$ cat config.mk
export PLATFORM = sky130hd
export DESIGN_NAME = pwm_timebase
export DESIGN_NICKNAME = d
export VERILOG_FILES = /design/src/rtl/ptb_pkg.sv /design/src/rtl/ptb_prescale.sv /design/src/rtl/ptb_sync.sv /design/src/rtl/ptb_counter.sv /design/src/rtl/pwm_timebase.sv
export SDC_FILE = /design/constraint.sdc
export NUM_CORES = 1
export LEC_CHECK = 0
export BUFFER_PORTS_ARGS = -buffer_cell sky130_fd_sc_hd__buf_2
export CAP_MARGIN = 25
export CORE_UTILIZATION = 62
export CTS_BUF_LIST = sky130_fd_sc_hd__clkbuf_8
export DETAILED_ROUTE_END_ITERATION = 6
export GPL_TIMING_DRIVEN = 0
export HOLD_SLACK_MARGIN = 0.08
export PLACE_DENSITY = 0.8
export SYNTH_ARGS = -nofsm -noshare
export SYNTH_HDL_FRONTEND = slang
export SYNTH_SLANG_ARGS = --single-unit
$ cat constraint.sdc
create_clock -name clk -period 4.1 [get_ports clk]
set_input_delay 0 -clock clk [delete_from_list [all_inputs] [get_ports clk]]
set_output_delay 0 -clock clk [all_outputs]
set_load 0.005 [all_outputs]
$ cat src/rtl/ptb_pkg.sv
`timescale 1ns/1ps
package ptb_pkg;

    // Largest combined divide: 14 (high-speed) x 128 (clock divider)
    localparam int PRE_MAX = 14 * 128;
    localparam int PRE_W   = $clog2(PRE_MAX);
    localparam int REG_AW  = 2;

    typedef enum logic [1:0] {
        ADDR_CTRL  = 2'd0,
        ADDR_PRD   = 2'd1,
        ADDR_PHASE = 2'd2
    } reg_addr_e;

    typedef enum logic [1:0] {
        SEL_PASS = 2'd0,
        SEL_ZERO = 2'd1,
        SEL_CMPB = 2'd2,
        SEL_OFF  = 2'd3
    } sync_sel_e;

    typedef struct packed {
        logic [2:0] ck_div;
        logic [2:0] hs_div;
        logic       sw_sync;
        sync_sel_e  sync_sel;
        logic       prd_direct;
        logic       phase_en;
    } ctrl_t;

    localparam int CTRL_W = $bits(ctrl_t);

    localparam ctrl_t CTRL_RST = '{
        ck_div:     3'd0,
        hs_div:     3'd1,
        sw_sync:    1'b0,
        sync_sel:   SEL_PASS,
        prd_direct: 1'b0,
        phase_en:   1'b0
    };

    // Reload value of the single prescale counter: (H * C) - 1
    function automatic logic [PRE_W-1:0] pre_limit(input logic [2:0] ck, input logic [2:0] hs);
        logic [PRE_W-1:0] hs_f;
        logic [PRE_W-1:0] prod;
        hs_f = (hs == 3'd0) ? PRE_W'(1) : PRE_W'({hs, 1'b0});
        prod = hs_f << ck;
        return prod - PRE_W'(1);
    endfunction

endpackage

$ cat src/rtl/ptb_prescale.sv
`timescale 1ns/1ps
module ptb_prescale
    import ptb_pkg::*;
(
    input  logic       clk,
    input  logic       rst_n,
    input  logic [2:0] ck_div,
    input  logic [2:0] hs_div,
    input  logic       restart,
    output logic       tick
);

    typedef struct packed {
        logic [PRE_W-1:0] pre;
    } pre_state_t;

    pre_state_t       s_d, s_q;
    logic [PRE_W-1:0] limit;

    always_comb begin
        s_d   = s_q;
        limit = pre_limit(ck_div, hs_div);
        // >= so that a smaller divide chosen mid-count still fires promptly
        tick  = (s_q.pre >= limit);
        if (restart) begin
            s_d.pre = '0;
        end else if (tick) begin
            s_d.pre = '0;
        end else begin
            s_d.pre = s_q.pre + PRE_W'(1);
        end
    end

    always_ff @(posedge clk or negedge rst_n) begin
        if (!rst_n) begin
            s_q <= '0;
        end else begin
            s_q <= s_d;
        end
    end

endmodule

$ cat src/rtl/ptb_sync.sv
`timescale 1ns/1ps
module ptb_sync
    import ptb_pkg::*;
(
    input  logic      clk,
    input  logic      rst_n,
    input  logic      sync_in,
    input  logic      sw_req,
    input  sync_sel_e sel,
    input  logic      zero_evt,
    input  logic      cmpb_hit,
    output logic      sync_evt,
    output logic      sw_pulse,
    output logic      sync_out
);

    typedef struct packed {
        logic sw;
    } sync_state_t;

    sync_state_t s_d, s_q;
    logic        in_q;
    logic        in_rise;

    // Delayed copy of the input, free-running so it always mirrors the last edge
    always_ff @(posedge clk) begin
        in_q <= sync_in;
    end

    always_comb begin
        s_d      = s_q;
        // software request counts only while the output passes the sync event through
        s_d.sw   = sw_req && (sel == SEL_PASS);
        in_rise  = sync_in && !in_q;
        sw_pulse = s_q.sw;
        sync_evt = in_rise || s_q.sw;
        unique case (sel)
            SEL_PASS: sync_out = sync_evt;
            SEL_ZERO: sync_out = zero_evt;
            SEL_CMPB: sync_out = cmpb_hit;
            default:  sync_out = 1'b0;
        endcase
    end

    always_ff @(posedge clk or negedge rst_n) begin
        if (!rst_n) begin
            s_q <= '0;
        end else begin
            s_q <= s_d;
        end
    end

endmodule

$ cat src/rtl/ptb_counter.sv
`timescale 1ns/1ps
module ptb_counter #(
    parameter int CNT_W = 16
) (
    input  logic             clk,
    input  logic             rst_n,
    input  logic             tick,
    input  logic             load,
    input  logic [CNT_W-1:0] phase,
    input  logic             prd_we,
    input  logic [CNT_W-1:0] prd_wdata,
    input  logic             prd_direct,
    output logic [CNT_W-1:0] count,
    output logic             zero_evt,
    output logic [CNT_W-1:0] prd_act,
    output logic [CNT_W-1:0] prd_stage
);

    typedef struct packed {
        logic [CNT_W-1:0] cnt;
        logic [CNT_W-1:0] act;
        logic [CNT_W-1:0] stage;
    } cnt_state_t;

    cnt_state_t s_d, s_q;

    always_comb begin
        s_d      = s_q;
        zero_evt = tick && (s_q.cnt == '0);

        // counter: phase load has priority over the tick step
        if (load) begin
            s_d.cnt = phase;
        end else if (tick) begin
            if (s_q.cnt >= s_q.act) begin
                s_d.cnt = '0;
            end else begin
                s_d.cnt = s_q.cnt + CNT_W'(1);
            end
        end

        // period: staged copy commits on a zero event in shadowed mode
        if (zero_evt && !prd_direct) begin
            s_d.act = s_q.stage;
        end
        if (prd_we) begin
            s_d.stage = prd_wdata;
            if (prd_direct) begin
                s_d.act = prd_wdata;
            end
        end
    end

    always_ff @(posedge clk or negedge rst_n) begin
        if (!rst_n) begin
            s_q <= '0;
        end else begin
            s_q <= s_d;
        end
    end

    assign count     = s_q.cnt;
    assign prd_act   = s_q.act;
    assign prd_stage = s_q.stage;

endmodule

$ cat src/rtl/pwm_timebase.sv
`timescale 1ns/1ps
module pwm_timebase
    import ptb_pkg::*;
#(
    parameter int CNT_W  = 16,
    parameter int DATA_W = 16
) (
    input  logic              clk,
    input  logic              rst_n,
    input  logic              bus_we,
    input  logic [REG_AW-1:0] bus_addr,
    input  logic [DATA_W-1:0] bus_wdata,
    output logic [DATA_W-1:0] bus_rdata,
    input  logic              sync_in,
    input  logic              cmpb_hit,
    output logic [CNT_W-1:0]  count,
    output logic              tick,
    output logic              zero_evt,
    output logic              sync_out
);

    typedef struct packed {
        ctrl_t            ctrl;
        logic [CNT_W-1:0] phase;
    } regs_t;

    regs_t            r_d, r_q;
    ctrl_t            ctrl_q;
    ctrl_t            wr_ctrl;
    logic [CNT_W-1:0] phase_q;
    logic             ctrl_wr;
    logic             prd_wr;
    logic             phase_wr;
    logic             sw_req;
    logic             sync_evt;
    logic             sw_pulse;
    logic             cnt_load;
    logic [CNT_W-1:0] prd_act;
    logic [CNT_W-1:0] prd_stage;

    assign ctrl_q  = r_q.ctrl;
    assign phase_q = r_q.phase;

    always_comb begin
        r_d      = r_q;
        wr_ctrl  = ctrl_t'(bus_wdata[CTRL_W-1:0]);
        ctrl_wr  = bus_we && (bus_addr == ADDR_CTRL);
        prd_wr   = bus_we && (bus_addr == ADDR_PRD);
        phase_wr = bus_we && (bus_addr == ADDR_PHASE);
        sw_req   = ctrl_wr && wr_ctrl.sw_sync;
        if (ctrl_wr) begin
            r_d.ctrl         = wr_ctrl;
            r_d.ctrl.sw_sync = 1'b0;
        end
        if (phase_wr) begin
            r_d.phase = bus_wdata[CNT_W-1:0];
        end
    end

    always_ff @(posedge clk or negedge rst_n) begin
        if (!rst_n) begin
            r_q.ctrl  <= CTRL_RST;
            r_q.phase <= '0;
        end else begin
            r_q <= r_d;
        end
    end

    always_comb begin
        bus_rdata = '0;
        unique case (bus_addr)
            ADDR_CTRL:  bus_rdata = DATA_W'(ctrl_q);
            ADDR_PRD:   bus_rdata = DATA_W'(ctrl_q.prd_direct ? prd_act : prd_stage);
            ADDR_PHASE: bus_rdata = DATA_W'(phase_q);
            default:    bus_rdata = '0;
        endcase
    end

    assign cnt_load = sync_evt && ctrl_q.phase_en;

    ptb_prescale u_pre (
        .clk     (clk),
        .rst_n   (rst_n),
        .ck_div  (ctrl_q.ck_div),
        .hs_div  (ctrl_q.hs_div),
        .restart (ctrl_wr),
        .tick    (tick)
    );

    ptb_sync u_sync (
        .clk      (clk),
        .rst_n    (rst_n),
        .sync_in  (sync_in),
        .sw_req   (sw_req),
        .sel      (ctrl_q.sync_sel),
        .zero_evt (zero_evt),
        .cmpb_hit (cmpb_hit),
        .sync_evt (sync_evt),
        .sw_pulse (sw_pulse),
        .sync_out (sync_out)
    );

    ptb_counter #(.CNT_W(CNT_W)) u_cnt (
        .clk        (clk),
        .rst_n      (rst_n),
        .tick       (tick),
        .load       (cnt_load),
        .phase      (phase_q),
        .prd_we     (prd_wr),
        .prd_wdata  (bus_wdata[CNT_W-1:0]),
        .prd_direct (ctrl_q.prd_direct),
        .count      (count),
        .zero_evt   (zero_evt),
        .prd_act    (prd_act),
        .prd_stage  (prd_stage)
    );

endmodule

==> summary.txt <==
Run status
  • Outcome: finished with violations
  • Failing checks: design-rule violations

Min path
  • HP Class: in -> async

Synthesis
  • #FFs+latches synth: 87
  • Post-Syn Nets: 666
  • Synthesized instance count: 612
  • Mapped cell area: 5680 µm²
  • Top cell type's share of synthesized area: 37.5%
  • Prevailing post-synth register cell: dfrtp_1
  • Top cells by area, synth: dfrtp_1 37%, mux2_2 8.3%, ha_1 6.8%
  • Synth warn: 0
  • Post-synth EDFFs: 0
  • Post-Syn Area per Cell: 9.28 µm²
  • Async SR Flop Fraction: 98.9%
  • Count of distinct cell types in the synthesized netlist: 61
  • Yosys top cell by area: dfrtp_1
  • Register area share after synthesis: 38.3%

Drt
  • Via Count: 5317
  • DR pass1 iterations: 7
  • DR iter-0 viols: 456
  • Wirelength per Cell: 19.8 µm
  • Routed WL: 16200 µm
  • Vias/cell: 6.51
  • Final ANT Viol Nets: 0
  • DRC violations left: 4

CTS
  • # clock sinks: 87
  • H-tree levels: 3
  • Clock buffer count from CTS: 9
  • Clock slew seen by the registers of the worst setup and hold paths: 0.11 ns
  • Clk root buf: clkbuf_8
  • CTS tree: yes
  • Clock Tree Buf Depth: 2
  • Clock latency on the worst-skew pair: 0.38 ns

Die
  • Die area: 9540 µm²
  • Io pins: 58
  • Std-Cell Rows: 34
  • Floorplan Core Area: 8810 µm²
  • Die Ht: 97.7 µm
  • Initial Util: 64.5%
  • DIE WIDTH: 97.7 µm

Critical path
  • WP data arrival: 4.16 ns
  • Critical Path Start: ctrl_q[5]$_DFFE_PN1P_
  • CP required: 4.37 ns
  • Crit path capture type: register
  • Crit Path Max Fanout: 10
  • FF-to-FF Start: ctrl_q[5]$_DFFE_PN1P_
  • Setup crit start kind: register
  • CP Class: reg -> reg

STA
  • Min Clock Period, post-route: 3.89 ns
  • Slew Limit Headroom: 44.4%
  • Fmax: 257 MHz
  • Final period utilization: 94.9%
  • Final Hold Viols: 0
  • Slew Viols, Final: 0
  • Worst Skew: 0.0192 ns
  • RSZ-0062 raised after global routing: no
  • Sum Neg Setup Slack: 0 ns
  • Worst Tran Pin Value: 0.833 ns
  • Endpoints failing setup: 0

Global routing
  • Initial antenna violation count: 0
  • GRT Total Usage: 35.0%
  • Overflow after GRT: 0
  • First-pass GRT wire length: 26100 µm
  • Pin count of the biggest net entering global routing: 59
  • Vias in the first global route: 5158

Cells and area
  • N_diodes: 0
  • Fraction of layout cells with a size suffix above 1: 21.9%
  • Area grow syn2layout: 16.2%
  • Most frequent cells in the layout: 85 x dfrtp_1, 59 x buf_2, 53 x nand2_1, 47 x nor2_1, 42 x mux2_2
  • Design area: 6600 µm²
  • Most common cell after layout, fill and taps aside: dfrtp_1
  • Nets: 758

Power and ir drop
  • Design Power: 0.00376 W
  • Leakage: 3.05 nW
  • PD cells: 570 nW/µm²
  • Peak supply drop: 0.310 mV

Placement
  • Final HPWL DP: 11600 µm
  • Dpl cell area: 6130 µm²
  • GP Congestion: 0.910
  • IO Port Bufs: 57

Run
  • Max Cap Viol: 0
==> where the power goes <==
group	leakage [nW]	total (W)	internal (W)	switching (W)
Combinational	1.93	0.00170	0.000764	0.000938
Clock	0.104	0.000641	0.000290	0.000352
Sequential	1.02	0.00142	0.00109	0.000327
Total	3.05	0.00376	0.00214	0.00162
==> area by class of cell <==
type | instances | area (µm²)
plain buffers | 33 | 185
clock buffers | 9 | 124
clock inverters | 7 | 78.8
fillers | 668 | 2210
inverters | 40 | 150
multi-input cells | 452 | 3220
flip-flops and latches | 87 | 2170
well taps | 108 | 135
repair buffers | 81 | 533
==> registers in the layout (all words and copies together) (netlist names) <==
name             cells
u_cnt.prd_act       16
u_pre.s_q           11
u_cnt.count         16
u_cnt.prd_stage     16
u_sync.in_q          1
ctrl_q              10
phase_q             16
u_sync.sw_pulse      1
==> timing repair <==
item / CTS / global route
hold buffers: 18 / 0
resized for setup: 6 / 17
gates cloned: 0 / 0
setup buffers: 4 / 1
setup endpoints to repair: 46 / 45
hold endpoints to repair: 145 / 0
pin swaps: 1 / 2
==> metal layers <==
metal / vias to the layer above / share of wire (%) / track usage (%)
li1: 2394 / - / -
met1: 2617 / 42 / 46.5
met2: 256 / 48 / 57.5
met3: 50 / 7.1 / 6.62
met4: 0 / 2.9 / 11.7
met5: - / 0 / 0
==> synthesized netlist by cell type, types with 4 or more instances <==
| library cell | count |
|---|---|
| o22ai_1 | 10 |
| a211oi_1 | 4 |
| nor3_1 | 12 |
| nand4_1 | 11 |
| nand2_1 | 54 |
| xnor2_1 | 9 |
| nor2b_1 | 7 |
| buf_2 | 4 |
| dfrtp_1 | 85 |
| o211ai_1 | 7 |
| mux2_2 | 42 |
| and2_1 | 9 |
| a31oi_1 | 21 |
| nand2b_1 | 7 |
| nor2_1 | 48 |
| and3_1 | 5 |
| a41oi_1 | 8 |
| xor2_1 | 6 |
| mux2i_1 | 33 |
| clkbuf_1 | 22 |
| a21oi_1 | 19 |
| nor4_1 | 5 |
| nand3_1 | 16 |
| inv_1 | 40 |
| ha_1 | 31 |
| o21ai_0 | 42 |
==> critical path: stages, from the launching register on <==
cell	delay, ns
dfstp_2	0.55
buf_6	0.14
nor2b_2	0.18
a21oi_1	0.07
or3_1	0.34
ha_1	0.24
o21ai_2	0.08
a211o_1	0.19
nor2_1	0.08
xor2_1	0.17
ha_1	0.21
a2111oi_2	0.36
o21ai_1	0.11
buf_4	0.18
o2111ai_1	0.29
buf_4	0.26
o22ai_1	0.10
a31oi_1	0.23
==> kinds of logic after synthesis <==
| group | count (synthesis) | share of synthesized area [%] |
|---|---|---|
| muxes | 75 | 14.2 |
| and+or+nand+nor | 186 | 15.9 |
| buffers and inverters | 73 | 5.58 |
| adders and majority gates | 31 | 6.83 |
| xor gates and xnor gates | 15 | 2.31 |
| DFF | 87 | 38.3 |
| AOI/OAI and AO/OA | 145 | 17.0 |
==> path summary, 6_finish.rpt <==
| check | endpoint | slack (ns) | depth (start not counted) |
|---|---|---|---|
| setup / recovery | u_cnt.prd_act[7]$_DFF_PN0_ | 0.21 | 17 |
| hold / removal | phase_q[11]$_DFFE_PN0P_ | 0.1 | 2 |
| setup reg to reg | u_cnt.prd_act[7]$_DFF_PN0_ | 0.21 | 17 |
| hold reg to reg | u_pre.s_q[0]$_DFF_PN0_ | 0.53 | 1 |
| max in group asynchronous | ctrl_q[5]$_DFFE_PN1P_ | 3.33 | 3 |
| min in group clk | ctrl_q[2]$_DFFE_PN0P_ | 0.12 | 3 |
==> stage by stage <==
stage                     std cells  setup slack [ns]  hold WS (ns)  util [%]
after CTS                       816            0.0320        0.0969      74.4
after detailed placement        778            -0.468       -0.0469      69.6
final                           817             0.209        0.0974      74.9
after global placement          777            -0.376         0.113      69.2
after floorplan                 612             0.481        -0.296         -
after global routing            817            0.0151         0.134      74.9
No activity file was read; power rests on OpenSTA's default activity.
